==> config.mk <==
export PLATFORM = sky130hd
export DESIGN_NAME = csk_adder
export DESIGN_NICKNAME = d
export VERILOG_FILES = /design/src/rtl/csk_pkg.sv /design/src/rtl/csk_group.sv /design/src/rtl/csk_span.sv /design/src/rtl/csk_adder.sv
export SDC_FILE = /design/constraint.sdc
export NUM_CORES = 1
export LEC_CHECK = 0
export BUFFER_PORTS_ARGS = -buffer_cell sky130_fd_sc_hd__buf_2
export CAP_MARGIN = 10
export CORE_MARGIN = 3
export CORE_UTILIZATION = 42
export DETAILED_ROUTE_END_ITERATION = 16
export MAX_ROUTING_LAYER = met4
export PLACE_DENSITY = 0.84
export SLEW_MARGIN = 40
export SYNTH_ARGS = -nofsm -noshare
export SYNTH_HDL_FRONTEND = slang
export SYNTH_SLANG_ARGS = --single-unit
==> constraint.sdc <==
create_clock -name vclk -period 12.7
set_input_delay 2.54 -clock vclk [all_inputs]
set_output_delay 2.54 -clock vclk [all_outputs]
set_load 0.02 [all_outputs]
==> src/rtl/csk_pkg.sv <==
package csk_pkg;
  localparam int MAX_GRP   = 32;
  localparam int SIZE_BITS = 8;
  localparam int VEC_BITS  = MAX_GRP * SIZE_BITS;

  // size of group k from a packed size vector (group 0 in the low field)
  function automatic int grp_size(logic [VEC_BITS-1:0] sizes, int k);
    return int'(sizes[SIZE_BITS*k +: SIZE_BITS]);
  endfunction

  // bit position where group k starts
  function automatic int grp_offset(logic [VEC_BITS-1:0] sizes, int k);
    int s;
    s = 0;
    for (int i = 0; i < k; i++) s += grp_size(sizes, i);
    return s;
  endfunction
endpackage

==> src/rtl/csk_group.sv <==
module csk_group #(
  parameter int W = 4
) (
  input  logic [W-1:0] a,
  input  logic [W-1:0] b,
  input  logic         ci,
  output logic [W-1:0] s,
  output logic         co,
  output logic         bp
);
  logic [W-1:0] prop;
  logic [W-1:0] gen;
  logic [W:0]   rc;

  assign prop  = a ^ b;
  assign gen   = a & b;
  assign rc[0] = ci;

  for (genvar i = 0; i < W; i++) begin : g_bit
    assign rc[i+1] = gen[i] | (prop[i] & rc[i]);
    assign s[i]    = prop[i] ^ rc[i];
  end

  assign bp = &prop;
  // bypass: when the whole group propagates, the carry-in skips the chain
  assign co = bp ? ci : rc[W];
endmodule

==> src/rtl/csk_span.sv <==
module csk_span #(
  parameter int N = 2
) (
  input  logic [N-1:0] grp_bp,
  input  logic         span_ci,
  input  logic         chain_co,
  output logic         span_co,
  output logic         span_bp
);
  assign span_bp = &grp_bp;
  assign span_co = span_bp ? span_ci : chain_co;
endmodule

==> src/rtl/csk_adder.sv <==
module csk_adder
  import csk_pkg::*;
#(
  parameter int                             WIDTH = 16,
  parameter int                             NGRP  = 4,
  parameter logic [NGRP*SIZE_BITS-1:0]      GSIZE = {NGRP{8'd4}},
  parameter bit                             SKIP2 = 1'b0,
  parameter int                             SUPER = 2
) (
  input  logic [WIDTH-1:0] opa,
  input  logic [WIDTH-1:0] opb,
  input  logic             c_in,
  output logic [WIDTH-1:0] sum,
  output logic             c_out
);
  localparam logic [VEC_BITS-1:0] SZV   = VEC_BITS'(GSIZE);
  localparam int                  NSPAN = (NGRP / SUPER > 0) ? NGRP / SUPER : 1;

  if (grp_offset(SZV, NGRP) != WIDTH) begin : g_bad_sizes
    $error("csk_adder: group sizes do not add up to WIDTH");
  end
  if (NGRP > MAX_GRP) begin : g_bad_count
    $error("csk_adder: too many groups");
  end
  if (SKIP2 && (NGRP % SUPER != 0)) begin : g_bad_span
    $error("csk_adder: NGRP must be a multiple of SUPER");
  end

  logic [NGRP-1:0]  gci;
  logic [NGRP-1:0]  gco;
  logic [NGRP-1:0]  gbp;
  logic [NSPAN-1:0] spn_co;
  logic [NSPAN-1:0] spn_bp;

  for (genvar k = 0; k < NGRP; k++) begin : g_grp
    localparam int OFF = grp_offset(SZV, k);
    localparam int SZ  = grp_size(SZV, k);
    csk_group #(.W(SZ)) u_grp (
      .a  (opa[OFF +: SZ]),
      .b  (opb[OFF +: SZ]),
      .ci (gci[k]),
      .s  (sum[OFF +: SZ]),
      .co (gco[k]),
      .bp (gbp[k])
    );
    if (k == 0) begin : g_first
      assign gci[k] = c_in;
    end else if (SKIP2 && (k % SUPER == 0)) begin : g_from_span
      assign gci[k] = spn_co[k/SUPER - 1];
    end else begin : g_from_grp
      assign gci[k] = gco[k-1];
    end
  end

  if (SKIP2) begin : g_lvl2
    for (genvar j = 0; j < NSPAN; j++) begin : g_span
      csk_span #(.N(SUPER)) u_span (
        .grp_bp   (gbp[j*SUPER +: SUPER]),
        .span_ci  (gci[j*SUPER]),
        .chain_co (gco[j*SUPER + SUPER - 1]),
        .span_co  (spn_co[j]),
        .span_bp  (spn_bp[j])
      );
    end
    assign c_out = spn_co[NSPAN-1];
  end else begin : g_lvl1
    assign spn_co = '0;
    assign spn_bp = '0;
    assign c_out  = gco[NGRP-1];
  end
endmodule

Word-level counts from Yosys, hierarchy flattened
Index checks and enable logic that the tools add are counted.

Output and inout port bits: 17. Logic and storage cells: 64. Input port bits: 33. Bits in registers: 0.

Bitwise gates (word level): 56. Reductions and logical operators: 4. Muxes and demuxes: 4.

Operators with widths (number): $and A1 B1 Y1 (16); $and A4 B4 Y4 (4); $or A1 B1 Y1 (16); $reduce_and A4 Y1 (4); $xor A1 B1 Y1 (16); $xor A4 B4 Y4 (4); $mux W1 (4).

Depth between registers and ports, before layout
Gate-level depths: netlist of the first run.

Depth in word-level cells: 37. Depth in mapped cells: 25. Gate-level depth less buffers: 25.

Hierarchy
From an unflattened synthesis of the first run, not the netlist that was laid out.

Cell total of the unflattened synthesis: 76. Area, all modules: 740.7 um^2.

By module, submodules not included: csk_group (cells each 19, instances 4, area each 185.2 um^2, sequential area each 0.0 um^2).

Worst setup path before layout of the first run
No wires, ideal clock.

Path type: input port to output port. Start: in opa[0]. End: out sum[15]. Arrival time: 9.300 ns. Cell stages on the path: 25. Required time: 10.160 ns. Path buffers: 0. Slack: 0.860 ns. Cells stage by stage: inv_1 -> fa_1 -> inv_1 -> fa_1 -> fa_1 -> fa_1 -> mux2_4 -> fa_1 -> fa_1 -> fa_1 -> fa_1 -> a41oi_1 -> nor2_1 -> fa_1 -> fa_1 -> fa_1 -> fa_1 -> nand2_1 -> nand2_1 -> fa_1 -> fa_1 -> fa_1 -> inv_1 -> fa_1 -> inv_1.

Word-level cells in the longest chain between the ends: 35. Elaborated cells on any way between the ends: 37. Classes of those cells: mux (3); bitwise (33); reduce/logical (1).

RTL lines: from (decl) (line csk_adder.sv:10) `input logic [WIDTH-1:0] opa,`; $xor A4 B4 Y4 (line csk_group.sv:15) `assign prop = a ^ b;`; $and A1 B1 Y1 (line csk_group.sv:20) `assign rc[i+1] = gen[i] | (prop[i] & rc[i]);`; $or A1 B1 Y1 (line csk_group.sv:20); $and A1 B1 Y1 (line csk_group.sv:20); $or A1 B1 Y1 (line csk_group.sv:20); $and A1 B1 Y1 (line csk_group.sv:20); $or A1 B1 Y1 (line csk_group.sv:20); $and A1 B1 Y1 (line csk_group.sv:20); (+19 left out); $mux W1 (*) (line csk_group.sv:26) `assign co = bp ? ci : rc[W];`; $and A1 B1 Y1 (*) (line csk_group.sv:20); $or A1 B1 Y1 (*) (line csk_group.sv:20); $and A1 B1 Y1 (*) (line csk_group.sv:20); $or A1 B1 Y1 (*) (line csk_group.sv:20); $and A1 B1 Y1 (*) (line csk_group.sv:20); $or A1 B1 Y1 (*) (line csk_group.sv:20); $xor A1 B1 Y1 (*) (line csk_group.sv:21) `assign s[i] = prop[i] ^ rc[i];`; to (decl) (line csk_adder.sv:13) `output logic [WIDTH-1:0] sum,`.

Every way passes the cells marked *; elsewhere a longest branch is shown, timed or not.

Final worst setup path of the first run
Start: in c_in. End: out sum[15].

Word-level cells in the longest chain between the ends: 34.

RTL lines: from (decl) (line csk_adder.sv:12) `input logic c_in,`; $and A1 B1 Y1 (line csk_group.sv:20); $or A1 B1 Y1 (line csk_group.sv:20); $and A1 B1 Y1 (line csk_group.sv:20); $or A1 B1 Y1 (line csk_group.sv:20); $and A1 B1 Y1 (line csk_group.sv:20); $or A1 B1 Y1 (line csk_group.sv:20); $and A1 B1 Y1 (line csk_group.sv:20); $or A1 B1 Y1 (line csk_group.sv:20); (+18 left out); $mux W1 (*) (line csk_group.sv:26); $and A1 B1 Y1 (*) (line csk_group.sv:20); $or A1 B1 Y1 (*) (line csk_group.sv:20); $and A1 B1 Y1 (*) (line csk_group.sv:20); $or A1 B1 Y1 (*) (line csk_group.sv:20); $and A1 B1 Y1 (*) (line csk_group.sv:20); $or A1 B1 Y1 (*) (line csk_group.sv:20); $xor A1 B1 Y1 (*) (line csk_group.sv:21).

Marks and branches as above.

==> out/metrics.yaml, run 1 <==
synthesis:
  postSynthAreaPerCell_um2: 11.7
  ys_types: 11
  synth_area_um2: 643
  synth.top_cell.area_share_pct: 49.8
  synth_commonest_cells: "16 x fa_1, 16 x ha_1, 9 x inv_1"
  synth-seq-area-share_pct: 0
  netlist_instances: 55
  yosysTopAreaCell: "fa_1"
  synth_warnings: 0
  post_synth_main_area_contributors: "fa_1 50%, ha_1 31%, inv_1 5.3%"
  synthesis.nets: 120
sta:
  final-setup-viol-count: 0
  period_share_pct: 97.2
  setup_tns_ns: 0
  setup_ws_ns: 0.350
  hold_viol: 0
  drv_slew: 0
  fmax_mhz: 81.0
  max_slew.worst_pin.slew_ns: 0.227
  maxSlewHeadroom_pct: 84.7
  rsz0062_at_grt: "false"
  period_needed_ns: 12.35
detailed_routing:
  drc: 0
  antenna_left: 0
  drtPass1Iterations: 2
  wl_um: 1430
  routedWlPerCell_um: 11.9
  drt_iter0_markers: 1
  via_per_inst: 4.64
  vias: 557
placement:
  dp_hpwl_um: 1430
  place_area_um2: 912
  pre_cts_ws_ns: 0.280
  place_congestion: 0.708
  port-buffer-count: 50
  dp.cells: 120
floorplan:
  start_util_pct: 47.1
  die_y_um: 45.1
  rows: 13
  coreArea_um2: 1370
  io_pins: 50
  die_x_um: 45.1
  die_area_um2: 2040
power:
  total_leakage_power_nw: 0.519
  vdd_drop_max_mv: 0.0253
  powerDensity_nw_per_um2: 57.1
finish:
  seq_cell_count: 0
  regArea_um2: 0
  synthToLayoutAreaGrowth_pct: 41.8
  clkbuf_count: 0
  post-route-util_pct: 66.8
  nNetsFinal: 172
  finalNonFillerCells: 120
  diodes: 0
  design_area_um2: 912
  drive_gt1_share_pct: 49.5
critical_path:
  cp_slowest_stage_delay_ns: 0.40
  cp-start-kind: "primary input"
  crit_path_frequent_cell: "fa_1"
  cp_num_buf_inv: 6
  worst_path_dominant_cell_family: "adder cells"
  cp_max_fo: 3
  endpoint_kind: "output port"
  slowest_stage: "fa_1"
  crit_type: "in2out"
  critPathArrivalTime_ns: 9.81
  required_ns: 10.16
global_route:
  first_global_vias: 588
  grt.overflow.total: 0
  grt_antenna_before_repair: 0
  grt_usage_pct: 16.1
  grt_start_max_net_pins: 4
  grt_pass1_wl_um: 2420
run_status:
  status: "finished clean"
clocking:
  post_cts_buffers: 0
  ctsHoldBuffers: 0
  post_cts_resize_count: 0
worst_hold_path:
  hold_path.class: "in2out"
flow_run:
  timing.max_cap.violations: 0
==> path summary, 6_finish.rpt <==
kind / from / to / cells past startpoint
setup / recovery: c_in / sum[15] / 27
hold / removal: opb[8] / sum[8] / 3
==> worst min-delay path, delay by kind of cell <==
kind	cells	cell delay [ns]
adders and majority gates	1	0.15
buffers and inverters	2	0.25
==> routing by layer <==
metal  vias to the layer above  global-route usage, %  routed length, µm
met4                         0                      0                  0
li1                        272                      -                  -
met3                         0                  0.797                112
met5                         -                      -                  0
met2                        26                   31.6                826
met1                       259                   18.8                491
==> cell families after synthesis <==
group,Yosys count,synth area share [%]
compound gates,4,4.67
fa+ha+maj,32,80.9
buf+inv,9,5.25
mux,1,2.33
simple gates,9,6.81
==> area by class of cell <==
| type | count | area [µm²] |
|---|---|---|
| inverters | 9 | 33.8 |
| multi-input cells | 46 | 609 |
| well taps | 15 | 18.8 |
| repair buffers | 50 | 250 |
| fillers | 128 | 454 |
==> power by group <==
group	switching [mW]	leakage (nW)	internal, mW
sequential	0	0	0
clock	0	0	0
combinational	0.0320	0.519	0.0200
total	0.0320	0.519	0.0200
==> through the flow <==
step	hold WS, ns	power, mW
floorplan	5.34	0.0361
global placement	5.48	0.0508
detailed placement	5.48	0.0530
CTS	5.49	0.0533
global route	5.51	0.0585
finish	5.48	0.0520
==> cell usage in the layout (no fill, tap or decap), drive strengths merged <==
cell type and instances:
nand4 4, a22oi 1, a21oi 1, buf 50, mux2 1, fa 16
nor2 3, a41oi 1, nand2 2, ha 16, inv 9, o21ai 1
Power figures use the tool's default switching activity.
==> run 2: changes to the inputs <==
Settings changed: CORE_ASPECT_RATIO from default to 0.8, CORE_UTILIZATION 42 to 38, PLACE_DENSITY 0.84 to 0.81.
Clock period 12.7 ns to 10.5 ns, I/O delays scaled along.
==> out/metrics.yaml, run 2 (synthesis gave the netlist of run 1 again) <==
floorplan:
  die_area_um2: 2230  # +9.3%
  io_pins: 50  # unchanged
  die_y_um: 42.8  # -5.2%
  rows: 12  # -1
  start_util_pct: 43.3  # -3.8 points
  die_x_um: 52.0  # +15%
  coreArea_um2: 1490  # +8.8%
finish:
  drive_gt1_share_pct: 75.9  # +26 points
  design_area_um2: 1110  # +21%
  synthToLayoutAreaGrowth_pct: 72.0
  layout_common_cells: "44 x buf_2, 16 x fa_2, 16 x ha_1"
  regArea_um2: 0  # unchanged
  clkbuf_count: 0  # unchanged
  diodes: 0  # unchanged
  nNetsFinal: 183  # +6.4%
  finalNonFillerCells: 137  # +14%
  seq_cell_count: 0  # unchanged
  final_common_cell: "buf_2"
  fillers: 109  # -15%
flow_run:
  timing.max_cap.violations: 0  # unchanged
detailed_routing:
  vias: 605  # +8.6%
  drtPass1Iterations: 3  # +1
  drt_iter0_markers: 3  # +2
  routedWlPerCell_um: 11.3  # -5.4%
  drc: 0  # unchanged
  via_per_inst: 4.42  # -4.9%
  wl_um: 1550  # +8.0%
  antenna_left: 0  # unchanged
sta:
  rsz0062_at_grt: "true"
  maxSlewHeadroom_pct: 86.5  # +1.8 points
  setup_ws_ns: -0.219  # -0.568 ns
  setup_tns_ns: -0.246  # -0.246 ns
  final-setup-viol-count: 2  # +2
  fmax_mhz: 93.3
  hold-worst-slack_ns: 4.62  # -0.855 ns
  period_needed_ns: 10.72
  hold_viol: 0  # unchanged
  max_slew.worst_pin.slew_ns: 0.202  # -0.0244 ns
  drv_slew: 0  # unchanged
  period_share_pct: 102
worst_hold_path:
  holdPathStages: 3  # unchanged
  min_to: "sum[14]"
  hold_path.class: "in2out"
  hp-start: "opb[14]"
power:
  switching_share_pct: 55.1  # -6.3 points
  p_comb_share_pct: 100.0  # about the same
  powerDensity_nw_per_um2: 69.5  # +22%
  total_leakage_power_nw: 0.568  # +9.5%
  seqPwrFrac_pct: 0  # unchanged
  pwr-share-clk_pct: 0  # unchanged
  vdd_drop_max_mv: 0.0409  # +62%
  netSwitchingPower_mw: 0.0424  # +33%
  intPower_mw: 0.0345  # +72%
global_route:
  grt_antenna_before_repair: 0  # unchanged
  grtUsageMet3_pct: 0.351  # -0.45 points
  grt.overflow.total: 0  # unchanged
  grt_start_max_net_pins: 4  # unchanged
  busiest_layer: "met2"
  grt_pass1_wl_um: 2660  # +10%
  first_global_vias: 675  # +15%
  grt_use_met2_pct: 31.1  # -0.56 points
  grt_usage_pct: 15.3  # -0.75 points
  grtUsageMet1_pct: 17.3  # -1.5 points
critical_path:
  endpoint_kind: "output port"
  crit_path_frequent_cell: "fa_2"
  cp-startpoint: "opa[0]"
  cp_max_fo: 2  # -1
  critPathArrivalTime_ns: 8.62  # -1.19 ns
  cp_slowest_stage_delay_ns: 0.42  # +0.02 ns
  cp-start-kind: "primary input"
  slowest_stage: "fa_2"
  crit_type: "in2out"
  required_ns: 8.40  # -1.76 ns
run_status:
  violations: "negative setup slack"
  status: "finished, violations left"
placement:
  dp.cells: 133  # +11%
  place_congestion: 0.771  # +8.9%
  dp_hpwl_um: 1410  # -1.4%
  port-buffer-count: 50  # unchanged
  place_area_um2: 1010  # +10%
clocking:
  ctsHoldBuffers: 0  # unchanged
-- run 2: changes by cell type in the layout (fill, tap and decap cells not counted), sizes merged --
cell,change
buf,+11
-- run 2: layer usage --
| layer | share of wire [%] | up-vias |
|---|---|---|
| met2 | 58 | 22 |
| met4 | 0 | 0 |
| met5 | 0 | - |
| li1 | - | 297 |
| met3 | 5.6 | 0 |
| met1 | 36 | 286 |
-- run 2: timing repair --
item                       in CTS  in global routing
setup endpoints to repair       2                  3
pin swaps                       1                  1
gates resized for setup        18                  7
setup buffers                   2                  2
-- run 2: how the worst max path moves through the flow --
stage,end,slack [ns],depth (start not counted)
floorplan,sum[15],0.02,25
global placement,sum[15],-0.33,27
detailed placement,sum[15],-0.42,27
CTS,sum[15],-0.22,27
global route,sum[15],-0.42,27
finish,sum[15],-0.22,27
-- run 2: power groups by stage --
stage | combinational [mW] | sequential [mW] | clock [mW]
2_1_floorplan | 0.0474 | 0 | 0
3_3_place_gp | 0.0668 | 0 | 0
3_5_place_dp | 0.0690 | 0 | 0
4_1_cts | 0.0741 | 0 | 0
5_1_grt | 0.0861 | 0 | 0
6_report | 0.0769 | 0 | 0
-- run 2: final cells by class --
| class | instances | area, µm² | area share, % |
|---|---|---|---|
| Multi-Input combinational cell | 46 | 664 | 60.1 |
| Timing Repair Buffer | 61 | 374 | 33.8 |
| Tap cell | 21 | 26.3 | 2.38 |
| Inverter | 9 | 41.3 | 3.73 |
-- run 2: critical path: cells and delay by family --
kind	cells	cell delay, ns
buf+inv	6	0.41
mux	1	0.28
fa+ha+maj	16	5.41
compound gates	1	0.21
simple gates	3	0.20
-- run 2: through the flow --
step	power (mW)	util, %	worst slack [ns]
6_report	0.0769	74.4	-0.219
5_1_grt	0.0861	74.4	-0.420
4_1_cts	0.0741	71.8	-0.215
3_5_place_dp	0.0690	67.8	-0.422
3_3_place_gp	0.0668	67.8	-0.331
2_1_floorplan	0.0474	-	0.0223
==> run 3: changes to the inputs <==
Settings changed: CORE_ASPECT_RATIO 0.8 to 1.25.
==> out/metrics.yaml, run 3 (synthesis gave the netlist of run 1 again) <==
finish:
  finalNonFillerCells: 130  # -5.1%
  diodes: 0  # unchanged
  seq_cell_count: 0  # unchanged
  nNetsFinal: 179  # -2.2%
  post-route-util_pct: 67.4  # -7.0 points
  clkbuf_count: 0  # unchanged
  layout_common_cells: "44 x buf_2, 16 x fa_2, 16 x ha_1"
  synthToLayoutAreaGrowth_pct: 65.8
  design_area_um2: 1070  # -3.6%
  fillers: 118  # +8.3%
  multi_input_area_um2: 664  # unchanged
  regArea_um2: 0  # unchanged
  drive_gt1_share_pct: 75.9  # about the same
  final_common_cell: "buf_2"
detailed_routing:
  antenna_left: 0  # unchanged
  via_per_inst: 4.76  # +7.8%
  drc: 0  # unchanged
  met3_length_um: 165  # +90%
  vias: 619  # +2.3%
  wl_met2_um: 950  # +6.1%
  wirelength_met1_um: 506  # -10%
  wl_um: 1620  # +5.0%
  drt_iter0_markers: 1  # -2
  routedWlPerCell_um: 12.5  # +11%
  top_layer_used: "met3"
  drtPass1Iterations: 3  # unchanged
worst_hold_path:
  min_to: "sum[14]"
  holdPathStages: 3  # unchanged
  hp-start: "opb[14]"
  hold_path.class: "in2out"
power:
  switching_share_pct: 56.8  # +1.7 points
  powerDensity_nw_per_um2: 70.2  # +0.91%
  netSwitchingPower_mw: 0.0425  # +0.27%
  total_leakage_power_nw: 0.546  # -3.8%
  vdd_drop_max_mv: 0.0437  # +6.8%
  intPower_mw: 0.0323  # -6.4%
  p_comb_share_pct: 100.0  # about the same
  pwr-share-clk_pct: 0  # unchanged
  seqPwrFrac_pct: 0  # unchanged
  power_mw: 0.0748  # -2.7%
critical_path:
  cp_slowest_stage_delay_ns: 0.43  # about the same
  cp_num_buf_inv: 6  # unchanged
  endpoint_kind: "output port"
  worst_path_dominant_cell_family: "adder cells"
  cp-start-kind: "primary input"
  crit_type: "in2out"
  crit_path_frequent_cell: "fa_2"
  required_ns: 8.40  # about the same
  critPathArrivalTime_ns: 8.64  # +0.02 ns
  slowest_stage: "fa_2"
  cp_max_fo: 2  # unchanged
sta:
  rsz0062_at_grt: "true"
  drv_slew: 0  # unchanged
  setup_tns_ns: -0.294  # -0.0481 ns
  period_needed_ns: 10.74  # +0.0209 ns
  hold_viol: 0  # unchanged
  max_slew.worst_pin.slew_ns: 0.192  # -0.00980 ns
  period_share_pct: 102  # +0.20 points
  hold-worst-slack_ns: 4.63  # +0.00985 ns
  setup_ws_ns: -0.240  # -0.0209 ns
  fmax_mhz: 93.1  # -0.19%
  final-setup-viol-count: 2  # unchanged
  maxSlewHeadroom_pct: 87.2  # +0.65 points
floorplan:
  die_area_um2: 2230  # unchanged
  die_y_um: 52.0  # +21%
  die_x_um: 42.8  # -18%
  start_util_pct: 40.7  # -2.6 points
  rows: 16  # +4
  coreArea_um2: 1580  # +6.4%
  io_pins: 50  # unchanged
global_route:
  first_global_vias: 672  # -0.44%
  grt_antenna_before_repair: 0  # unchanged
  grt.overflow.total: 0  # unchanged
  grt_pass1_wl_um: 2630  # -1.3%
  grt_usage_pct: 15.2  # -0.17 points
  grt_start_max_net_pins: 4  # unchanged
flow_run:
  timing.max_cap.violations: 0  # unchanged
run_status:
  status: "finished, violations left"
  violations: "negative setup slack"
placement:
  place_area_um2: 988  # -1.9%
  place_congestion: 0.818  # +6.1%
  port-buffer-count: 50  # unchanged
  dp.cells: 128  # -3.8%
  dp_hpwl_um: 1460  # +3.3%
  pre_cts_ws_ns: -0.492  # -0.0697 ns
[run 3: changes by cell type in the layout (fill, tap and decap cells not counted), sizes merged]
cell	before	now
buf	61	57
[run 3: power groups by stage]
stage / logic, mW / clock network, mW / registers [mW]
2_1_floorplan: 0.0474 / 0 / 0
3_3_place_gp: 0.0657 / 0 / 0
3_5_place_dp: 0.0685 / 0 / 0
4_1_cts: 0.0734 / 0 / 0
5_1_grt: 0.0829 / 0 / 0
6_report: 0.0748 / 0 / 0
[run 3: per-layer routing]
layer / vias to the layer above / GRT usage, %
li1: 290 / -
met1: 291 / 15.3
met2: 38 / 32.8
met3: 0 / 0.692
met4: 0 / 0
met5: - / -
[run 3: how the worst max path moves through the flow]
stage / to / slack (ns) / depth (start not counted) / start
6_report: sum[15] / -0.24 / 27 / opa[0]
3_5_place_dp: sum[15] / -0.49 / 27 / opb[0]
2_1_floorplan: sum[15] / 0.02 / 25 / opa[0]
4_1_cts: sum[15] / -0.28 / 27 / opa[0]
3_3_place_gp: sum[15] / -0.36 / 27 / opa[0]
5_1_grt: sum[15] / -0.44 / 27 / opa[0]
[run 3: final cells by class]
cell class | count | share of cell area, %
multi-input combinational | 46 | 62.3
inverter | 9 | 3.64
tap | 18 | 2.11
timing repair buffer | 57 | 31.9
[run 3: what timing repair did]
item | CTS | global route
buffers inserted | 1 | 1
hold buffers | 0 | 0
pin swaps | 1 | 0
endpoints found under the setup margin | 3 | 3
gates resized for setup | 18 | 6
hold endpoints to repair | 0 | 0
[run 3: tightest hold or removal path, stage by stage]
cell and delay, ns:
buf_2 0.11, fa_2 0.21, buf_6 0.11
